### src/rtl/acc_sat_pkg.sv
// Package: shared types for the accumulator overflow/saturation block.
// Assumes: the accumulator is laid out as extension : high word : low word.
package acc_sat_pkg;
    typedef enum logic {
        MODE_WIDE   = 1'b0,
        MODE_NARROW = 1'b1
    } acc_mode_e;
endpackage

### src/rtl/acc_spill_detect.sv
// Module: acc_spill_detect
// Works out, for one adder result, whether it leaves the wide-mode range or
// the narrow-mode range, and whether the addition lost its true sign.
// Assumes: the carries into and out of the top bit come from the adder.
module acc_spill_detect #(
    parameter int ACC_W     = 52,
    parameter int WIDE_TH   = 47,
    parameter int NARROW_TH = 39
) (
    input  logic [ACC_W-1:0] result,
    input  logic             cin_msb,
    input  logic             cout_msb,
    output logic             spill_wide,
    output logic             spill_narrow,
    output logic             sign_lost
);
    localparam int WIDE_N   = ACC_W - WIDE_TH;
    localparam int NARROW_N = ACC_W - NARROW_TH;

    logic [WIDE_N-1:0]   top_wide;
    logic [NARROW_N-1:0] top_narrow;

    // Purpose: flag a result whose guard bits are not all copies of the sign.
    always_comb begin
        top_wide     = result[ACC_W-1:WIDE_TH];
        top_narrow   = result[ACC_W-1:NARROW_TH];
        spill_wide   = !((&top_wide) || !(|top_wide));
        spill_narrow = !((&top_narrow) || !(|top_narrow));
        sign_lost    = cin_msb ^ cout_msb;
    end
endmodule

### src/rtl/acc_flag_bank.sv
// Module: acc_flag_bank
// Holds one overflow flag per accumulator and the sticky memorized flag.
// Assumes: an accumulate write takes precedence over a saturate clear on the
// same accumulator, and a set of the sticky flag wins over its clear.
module acc_flag_bank #(
    parameter int NUM_ACC = 2,
    parameter int BANK_W  = 1
) (
    input  logic               clk,
    input  logic               rst_n,
    input  logic               acc_wr,
    input  logic [BANK_W-1:0]  bank_sel,
    input  logic               spill,
    input  logic               sign_lost,
    input  logic               sat_done,
    input  logic               mv_clr,
    output logic [NUM_ACC-1:0] vm_flags,
    output logic               mv_flag
);
    for (genvar g = 0; g < NUM_ACC; g++) begin : g_acc
        logic hit;
        assign hit = (bank_sel == BANK_W'(g));

        // Purpose: update the overflow flag of accumulator g.
        always_ff @(posedge clk) begin
            if (!rst_n) begin
                vm_flags[g] <= 1'b0;
            end else if (acc_wr && hit) begin
                vm_flags[g] <= spill;
            end else if (sat_done && hit) begin
                vm_flags[g] <= 1'b0;
            end
        end
    end

    // Purpose: latch any loss of sign until it is explicitly cleared.
    always_ff @(posedge clk) begin
        if (!rst_n) begin
            mv_flag <= 1'b0;
        end else if (acc_wr && sign_lost) begin
            mv_flag <= 1'b1;
        end else if (mv_clr) begin
            mv_flag <= 1'b0;
        end
    end
endmodule

### src/rtl/acc_sat_mux.sv
// Module: acc_sat_mux
// Selects the mode-dependent limit values for the saturate command and for
// clamped high-word reads. It is purely combinational.
// Assumes: the sign of the stored accumulator is its top bit.
module acc_sat_mux #(
    parameter int WORD_W   = 24,
    parameter int NARROW_W = 16,
    parameter int EXT_W    = 4
) (
    input  logic [2*WORD_W+EXT_W-1:0] acc_cur,
    input  acc_sat_pkg::acc_mode_e    mode,
    input  logic                      vm_sel,
    input  logic                      prot_en,
    input  logic                      sat_cmd,
    output logic                      sat_we,
    output logic [2*WORD_W+EXT_W-1:0] sat_value,
    output logic [WORD_W-1:0]         rd_data
);
    import acc_sat_pkg::*;

    localparam int ACC_W     = 2*WORD_W + EXT_W;
    localparam int WIDE_TH   = 2*WORD_W - 1;
    localparam int NARROW_TH = WORD_W + NARROW_W - 1;
    localparam int LOW_PAD   = WORD_W - NARROW_W;
    localparam logic [ACC_W-1:0] ONE        = ACC_W'(1);
    localparam logic [ACC_W-1:0] POS_WIDE   = (ONE << WIDE_TH) - ONE;
    localparam logic [ACC_W-1:0] NEG_WIDE   = ~POS_WIDE;
    localparam logic [ACC_W-1:0] PAD_MASK   = (ONE << LOW_PAD) - ONE;
    localparam logic [ACC_W-1:0] POS_NARROW = ((ONE << NARROW_TH) - ONE) & ~PAD_MASK;
    localparam logic [ACC_W-1:0] NEG_NARROW = ~((ONE << NARROW_TH) - ONE);

    logic             neg;
    logic [ACC_W-1:0] limit;

    // Purpose: choose the full-width limit from the mode and the sign.
    always_comb begin
        neg = acc_cur[ACC_W-1];
        if (mode == MODE_NARROW) begin
            limit = neg ? NEG_NARROW : POS_NARROW;
        end else begin
            limit = neg ? NEG_WIDE : POS_WIDE;
        end
    end

    // Purpose: drive the write-back value and the high-word read data.
    always_comb begin
        sat_we    = sat_cmd && vm_sel;
        sat_value = sat_we ? limit : acc_cur;
        rd_data   = (prot_en && vm_sel) ? limit[2*WORD_W-1:WORD_W]
                                        : acc_cur[2*WORD_W-1:WORD_W];
    end
endmodule

### src/rtl/acc_ovf_sat.sv
// Module: acc_ovf_sat (top)
// Flags accumulator overflow per accumulator, keeps a sticky flag for loss of
// sign, and produces saturated write-back and clamped read values.
// Assumes: the accumulator storage and the adder are outside the block, and
// acc_cur shows the accumulator picked by bank_sel.
module acc_ovf_sat #(
    parameter int WORD_W   = 24,
    parameter int NARROW_W = 16,
    parameter int EXT_W    = 4,
    parameter int NUM_ACC  = 2
) (
    input  logic                      clk,
    input  logic                      rst_n,
    input  logic                      mode16,
    input  logic [$clog2(NUM_ACC)-1:0] bank_sel,
    input  logic                      prot_en,
    input  logic                      acc_wr,
    input  logic [2*WORD_W+EXT_W-1:0] sum_result,
    input  logic                      sum_cin_msb,
    input  logic                      sum_cout_msb,
    input  logic [2*WORD_W+EXT_W-1:0] acc_cur,
    input  logic                      sat_cmd,
    input  logic                      mv_clr,
    output logic [NUM_ACC-1:0]        vm_flags,
    output logic                      mv_flag,
    output logic                      sat_we,
    output logic [2*WORD_W+EXT_W-1:0] sat_value,
    output logic [WORD_W-1:0]         rd_data
);
    import acc_sat_pkg::*;

    localparam int ACC_W     = 2*WORD_W + EXT_W;
    localparam int BANK_W    = $clog2(NUM_ACC);
    localparam int WIDE_TH   = 2*WORD_W - 1;
    localparam int NARROW_TH = WORD_W + NARROW_W - 1;

    acc_mode_e mode;
    logic      spill_wide, spill_narrow, sign_lost, spill, vm_sel;

    // Purpose: decode the mode and pick the threshold and the selected flag.
    always_comb begin
        mode   = mode16 ? MODE_NARROW : MODE_WIDE;
        spill  = (mode == MODE_NARROW) ? spill_narrow : spill_wide;
        vm_sel = vm_flags[bank_sel];
    end

    acc_spill_detect #(
        .ACC_W(ACC_W), .WIDE_TH(WIDE_TH), .NARROW_TH(NARROW_TH)
    ) i_detect (
        .result(sum_result), .cin_msb(sum_cin_msb), .cout_msb(sum_cout_msb),
        .spill_wide(spill_wide), .spill_narrow(spill_narrow),
        .sign_lost(sign_lost)
    );

    acc_flag_bank #(.NUM_ACC(NUM_ACC), .BANK_W(BANK_W)) i_flags (
        .clk(clk), .rst_n(rst_n), .acc_wr(acc_wr), .bank_sel(bank_sel),
        .spill(spill), .sign_lost(sign_lost), .sat_done(sat_we),
        .mv_clr(mv_clr), .vm_flags(vm_flags), .mv_flag(mv_flag)
    );

    acc_sat_mux #(.WORD_W(WORD_W), .NARROW_W(NARROW_W), .EXT_W(EXT_W)) i_mux (
        .acc_cur(acc_cur), .mode(mode), .vm_sel(vm_sel), .prot_en(prot_en),
        .sat_cmd(sat_cmd), .sat_we(sat_we), .sat_value(sat_value),
        .rd_data(rd_data)
    );
endmodule

### config.mk
export PLATFORM = sky130hd
export DESIGN_NAME = acc_ovf_sat
export DESIGN_NICKNAME = d
export VERILOG_FILES = /design/src/rtl/acc_sat_pkg.sv /design/src/rtl/acc_spill_detect.sv /design/src/rtl/acc_flag_bank.sv /design/src/rtl/acc_sat_mux.sv /design/src/rtl/acc_ovf_sat.sv
export SDC_FILE = /design/constraint.sdc
export NUM_CORES = 1
export LEC_CHECK = 0
export ABC_AREA = 1
export BUFFER_PORTS_ARGS = -buffer_cell sky130_fd_sc_hd__buf_2
export CORE_AREA = 2 2 75 77
export DETAILED_ROUTE_END_ITERATION = 7
export DIE_AREA = 0 0 77 79
export GPL_TIMING_DRIVEN = 0
export PLACE_DENSITY = 0.74
export SLEW_MARGIN = 40
export SYNTH_ARGS = -nofsm -noshare
export SYNTH_HDL_FRONTEND = slang
export SYNTH_SLANG_ARGS = --single-unit
### constraint.sdc
create_clock -name clk -period 3.6 [get_ports clk]
set_clock_uncertainty 0.1 [all_clocks]
set_input_delay 0.72 -clock clk [delete_from_list [all_inputs] [get_ports clk]]
set_output_delay 0.72 -clock clk [all_outputs]
set_load 0.02 [all_outputs]
==> flow_metrics.env, run 1 <==
export IMPL_antenna_found_initial=0
export IMPL_worst_slack_ps=639.5
export IMPL_power_density_nw_per_um2=246.0
export IMPL_place_gp_congestion=0.7891
export IMPL_status="finished, final reports clean"
export IMPL_worstHoldPathCells=2
export IMPL_clk_latency_ps=210
export IMPL_critPathKind="in2out"
export IMPL_grt_pass1_vias=1648
export IMPL_clock_fmax_mhz=337.8
export IMPL_ys_ff_latch=3
export IMPL_overflow=0
export IMPL_reg2reg_to="i_flags.vm_flags[0]$_SDFFE_PN0P_"
export IMPL_viasPerCell=4.161
export IMPL_drive_above_1_share_pct=52.94
export IMPL_ys_warn_count=0
export IMPL_synth_cells=199
export IMPL_end_kind="output port"
export IMPL_drt_total_wl_mm=4.471
export IMPL_rows=27
export IMPL_die_area_um2=6083
export IMPL_cts_root_buf="clkbuf_8"
export IMPL_final_setup_tns_ps=0
export IMPL_numCtsBuffers=3
export IMPL_core_um2=5338
export IMPL_syn_cell_area_um2=994.7
export IMPL_n_antenna_cell=0
export IMPL_ir_drop_v=0.0001880
export IMPL_final_core_util_pct=35.61
export IMPL_dr_pass1_iters=4
export IMPL_syn_num_nets=314
export IMPL_setup_violations=0
export IMPL_relSlewSlack_pct=72.38
export IMPL_crit_fanout=10
export IMPL_first_iter_violations=74
export IMPL_tightestPinTransition_ps=414.4
export IMPL_dp_hpwl_mm=3.801
export IMPL_p_leak_nw=1.181
export IMPL_port_buffer_count=154
export IMPL_synth_top_area_share_pct=18.49
export IMPL_synth_distinct_cells=24
export IMPL_yosysSeqAreaShare_pct=6.038
export IMPL_cts_hold_buf=0
export IMPL_drc=0
export IMPL_post_place_ws_ps=607.0
export IMPL_reg2reg_slack_ps=2850
export IMPL_clock_sinks=3
export IMPL_synthTopCellsByArea="nor2_1 (18%), o21ai_0 (18%), inv_1 (12%), a21oi_2 (12%), nand2_1 (12%)"
export IMPL_grt_first_pass_wirelength_mm=7.155
export IMPL_fin_area_um2=1901
export IMPL_yosysMostFrequentCell="nor2_1"
export IMPL_synth_largest_area_cell="nor2_1"
export IMPL_die_x_um=77
export IMPL_ios=194
export IMPL_rsz0062_at_grt="no"
export IMPL_yosys_top_cells_count="nor2_1 (49), o21ai_0 (35), inv_1 (33)"
export IMPL_drv_cap=0
export IMPL_tritoncts="built"
export IMPL_min_path_type="reg2reg"
export IMPL_clk_pin_slew_ps=30
export IMPL_grt_use_total_pct=13.85
export IMPL_htree_levels=1
export IMPL_postCtsSetupRepairBufs=0
export IMPL_dp_cells=425
export IMPL_r2r_cells=2
export IMPL_syn_avg_cell_area_um2=4.999
export IMPL_ant_nets=0
export IMPL_dpl_cell_area_um2=1856
export IMPL_arrival_ps=2140
export IMPL_wire_per_inst_um=10.42
export IMPL_synth_ff_type="dfxtp_1"
export IMPL_synth_edff_count=0
export IMPL_startpoint_type="input pin"
export IMPL_cp_required_ps=2780
export IMPL_fin_cells=429
export IMPL_drv_slew=0
export IMPL_ys_async_sr_fraction_pct=0
export IMPL_fin_crit_sh_pct=82.24
export IMPL_start_util_pct=18.64
export IMPL_postCtsResizedCells=0
export IMPL_grt_max_degree=11
export IMPL_hold_viol=0
export IMPL_syn_to_final_growth_pct=91.07
export IMPL_period_needed_ps=2960
export IMPL_r2r_start="i_flags.vm_flags[0]$_SDFFE_PN0P_"
export IMPL_vias=1785
export IMPL_fin_nets=473
export IMPL_cts_buffer_depth=2
export IMPL_chipHeight_um=79
export IMPL_whs_endpoint="i_flags.mv_flag$_SDFFE_PN0P_"
export IMPL_hp_start="i_flags.mv_flag$_SDFFE_PN0P_"
-- critical path, stage by stage --
cell and delay [ps]:
buf_2 130, inv_2 50, or2_1 100, o21ai_2 80, nor2_2 330, clkbuf_1 390, o21ai_0 150, buf_2 180
-- layer usage --
layer  vias up  routed length (um)  GRT usage, %
met5         -                   0             0
met4         0                   0         2.143
met3         0                 357         2.500
met2        79                2394         28.77
met1       776                1718         14.58
li1        930                   -             -
-- flip-flops by register name, summed over array words and instances, names as in the netlist --
name and cells:
i_flags.mv_flag 1, i_flags.vm_flags 2
-- kinds of logic (layout without fill, tap and decap cells) --
kind of cell / after synthesis / after routing / synth area share, %
fa+ha+maj: 1 / 1 / 1.258
flops: 3 / 3 / 6.038
simple gates: 92 / 92 / 37.86
buf+inv: 47 / 205 / 20.75
compound gates: 56 / 56 / 34.09
-- stage by stage --
step	hold slack, ps	total power (W)
after floorplan	438.3	0.0002389
after global placement	354.0	0.0003667
after detailed placement	356.1	0.0003727
after CTS	362.0	0.0004739
after global routing	380.4	0.0005046
final	362.1	0.0004676
-- layout make-up --
type	instances	area, um^2
fillers	622	3437
repair buffers	154	770.7
multi-input cells	149	728.2
inverters	35	133.9
well taps	72	90.09
plain buffers	12	72.57
flip-flops and latches	3	60.06
clock buffers	4	45.04
-- report_power, final --
group	switching [W]	internal [W]	total (W)
sequential	0.00000136	0.0000356	0.0000370
clock	0.0000211	0.0000754	0.0000965
combinational	0.000212	0.000122	0.000334
-- layout by cell type (no fill, tap or decap), types with 2 or more instances in the layout --
cell type,n
nor2_1,49
clkbuf_1,4
a21oi_2,14
nor2_2,2
a21oi_1,5
nand3_1,2
buf_4,4
dfxtp_1,3
nand2_2,2
nand2_1,31
nor3_1,2
clkbuf_8,3
o21ai_0,35
inv_1,33
buf_2,158
-- how the worst max path moves through the flow --
stage             start       endpoint  slack, ps
2_1_floorplan  bank_sel  sat_value[39]        890
3_3_place_gp   bank_sel    rd_data[17]        660
3_5_place_dp   bank_sel    rd_data[16]        610
4_1_cts        bank_sel    rd_data[16]        600
5_1_grt        bank_sel    rd_data[20]        440
6_report       bank_sel    rd_data[16]        640
No activity file was read; power rests on OpenSTA's default activity.
==> run 2: changes to the inputs <==
==> constraint.sdc (replaced) <==
create_clock -name clk -period 2.8 [get_ports clk]
set_clock_uncertainty 0.1 [all_clocks]
set_input_delay 0.56 -clock clk [delete_from_list [all_inputs] [get_ports clk]]
set_output_delay 0.56 -clock clk [all_outputs]
set_load 0.02 [all_outputs]
==> run 2 against run 1 <==
  * Final area hardly changed
  * Die area stayed put
  * Cell count stayed put
  * Critical path type unchanged
  * Largest power group unchanged
==> flow_metrics.env, run 2 (synthesis gave the netlist of run 1 again) <==
export IMPL_status="finished, final reports clean"
export IMPL_die_area_um2=6083
export IMPL_tightestPinTransition_ps=405.0
export IMPL_first_iter_violations=74
export IMPL_cp_required_ps=2140
export IMPL_drc=0
export IMPL_ios=194
export IMPL_fin_nets=473
export IMPL_multi_input_comb_area_um2=728.2
export IMPL_arrival_ps=1950
export IMPL_fin_crit_sh_pct=93.04
export IMPL_min_path_type="reg2reg"
export IMPL_chipHeight_um=79
export IMPL_grt_first_pass_wirelength_mm=7.155
export IMPL_largest_register_ffs=2
export IMPL_final_setup_tns_ps=0
export IMPL_drv_cap=0
export IMPL_clock_fmax_mhz=383.9
export IMPL_critPathKind="in2out"
export IMPL_syn_to_final_growth_pct=91.19
export IMPL_start_util_pct=18.64
export IMPL_viasPerCell=4.163
export IMPL_power_switching_w=0.0003018
export IMPL_drive_above_1_share_pct=53.22
export IMPL_cts_buffer_depth=2
export IMPL_final_common_cell="buf_2"
export IMPL_grt_max_degree=11
export IMPL_dr_pass1_iters=4
export IMPL_numCtsBuffers=3
export IMPL_rows=27
export IMPL_reg_top3="i_flags.vm_flags x2, i_flags.mv_flag x1"
export IMPL_worst_slack_ps=194.9
export IMPL_period_needed_ps=2605
export IMPL_cts_root_buf="clkbuf_8"
export IMPL_die_x_um=77
export IMPL_layout_common_cells="buf_2 (158), nor2_1 (49), o21ai_0 (35)"
export IMPL_holdWs_ps=362.1
export IMPL_postCtsSetupRepairBufs=0
export IMPL_clk_pin_slew_ps=30
export IMPL_p_comb_share_pct=71.5
export IMPL_core_um2=5338
export IMPL_grt_pass1_vias=1648
export IMPL_ant_nets=0
export IMPL_post_place_ws_ps=127.0
export IMPL_n_fill_cell=621
export IMPL_dp_cells=425
export IMPL_end_kind="output port"
export IMPL_overflow=0
export IMPL_ir_drop_v=0.0002417
export IMPL_grt_use_total_pct=13.85
export IMPL_pwr_share_clk_pct=20.6
export IMPL_p_seq_share_pct=7.9
export IMPL_final_core_util_pct=35.63
export IMPL_top_register="i_flags.vm_flags"
export IMPL_tritoncts="built"
export IMPL_setup_violations=0
export IMPL_hold_viol=0
export IMPL_vias=1786
export IMPL_clock_sinks=3
export IMPL_antenna_found_initial=0
export IMPL_startpoint_type="input pin"
export IMPL_fin_cells=429
export IMPL_dp_hpwl_mm=3.801
export IMPL_rsz0062_at_grt="no"
export IMPL_p_sw_share_pct=50.18
export IMPL_p_leak_nw=1.184
export IMPL_port_buffer_count=154
export IMPL_crit_fanout=10
export IMPL_htree_levels=1
export IMPL_n_antenna_cell=0
export IMPL_clk_latency_ps=210
export IMPL_wire_per_inst_um=10.41
export IMPL_drt_total_wl_mm=4.467
export IMPL_p_int_w=0.0002996
export IMPL_seq_area_um2=60.06
export IMPL_drv_slew=0
export IMPL_power_density_nw_per_um2=316.2
export IMPL_relSlewSlack_pct=72.97
export IMPL_place_gp_congestion=0.7891
==> run 2: worst paths after layout <==
check             depth (start not counted)                             start                                to  slack [ps]
setup / recovery                          9                          bank_sel                       rd_data[12]         190
hold / removal                            2      i_flags.mv_flag$_SDFFE_PN0P_      i_flags.mv_flag$_SDFFE_PN0P_         360
setup reg to reg                          2  i_flags.vm_flags[0]$_SDFFE_PN0P_  i_flags.vm_flags[0]$_SDFFE_PN0P_        2050
hold reg to reg                           2      i_flags.mv_flag$_SDFFE_PN0P_      i_flags.mv_flag$_SDFFE_PN0P_         360
==> run 2: critical path, stage by stage <==
cell	delay (ps)
buf_2	130
inv_2	50
or2_1	100
o21ai_2	80
nor2_2	330
nand2_2	190
buf_2	220
o21ai_0	90
buf_2	190
==> run 2: metal layers <==
layer	vias to the layer above	global-route usage (%)	part of all wire [%]
li1	931	-	-
met5	-	0	0
met1	776	14.58	38
met2	79	28.77	54
met3	0	2.500	8.0
met4	0	2.143	0
==> run 2: timing repair <==
action                     CTS  global route
gates resized for setup      0             2
setup endpoints to repair    0             5
hold buffers                 0             0
==> run 2: final cells by class <==
type | count | area share, %
Buffer | 12 | 3.882
Inverter | 35 | 7.039
Multi-Input combinational cell | 149 | 38.29
Clock buffer | 4 | 2.368
Timing Repair Buffer | 154 | 40.53
Sequential cell | 3 | 3.158
Tap cell | 72 | 4.737
==> run 2: power groups by stage <==
stage / combinational (W) / clock (W) / sequential (W)
5_1_grt: 0.000468 / 0.000133 / 0.0000478
3_5_place_dp: 0.000431 / 0 / 0.0000481
4_1_cts: 0.000432 / 0.000130 / 0.0000477
2_1_floorplan: 0.000256 / 0 / 0.0000512
3_3_place_gp: 0.000423 / 0 / 0.0000481
6_report: 0.000430 / 0.000124 / 0.0000475
==> run 2: metrics by stage <==
| stage | total power (W) | area (um^2) |
|---|---|---|
| floorplan | 0.0003072 | 994.7 |
| global placement | 0.0004715 | 1856 |
| detailed placement | 0.0004792 | 1856 |
| CTS | 0.0006093 | 1901 |
| global route | 0.0006490 | 1902 |
| finish | 0.0006014 | 1902 |
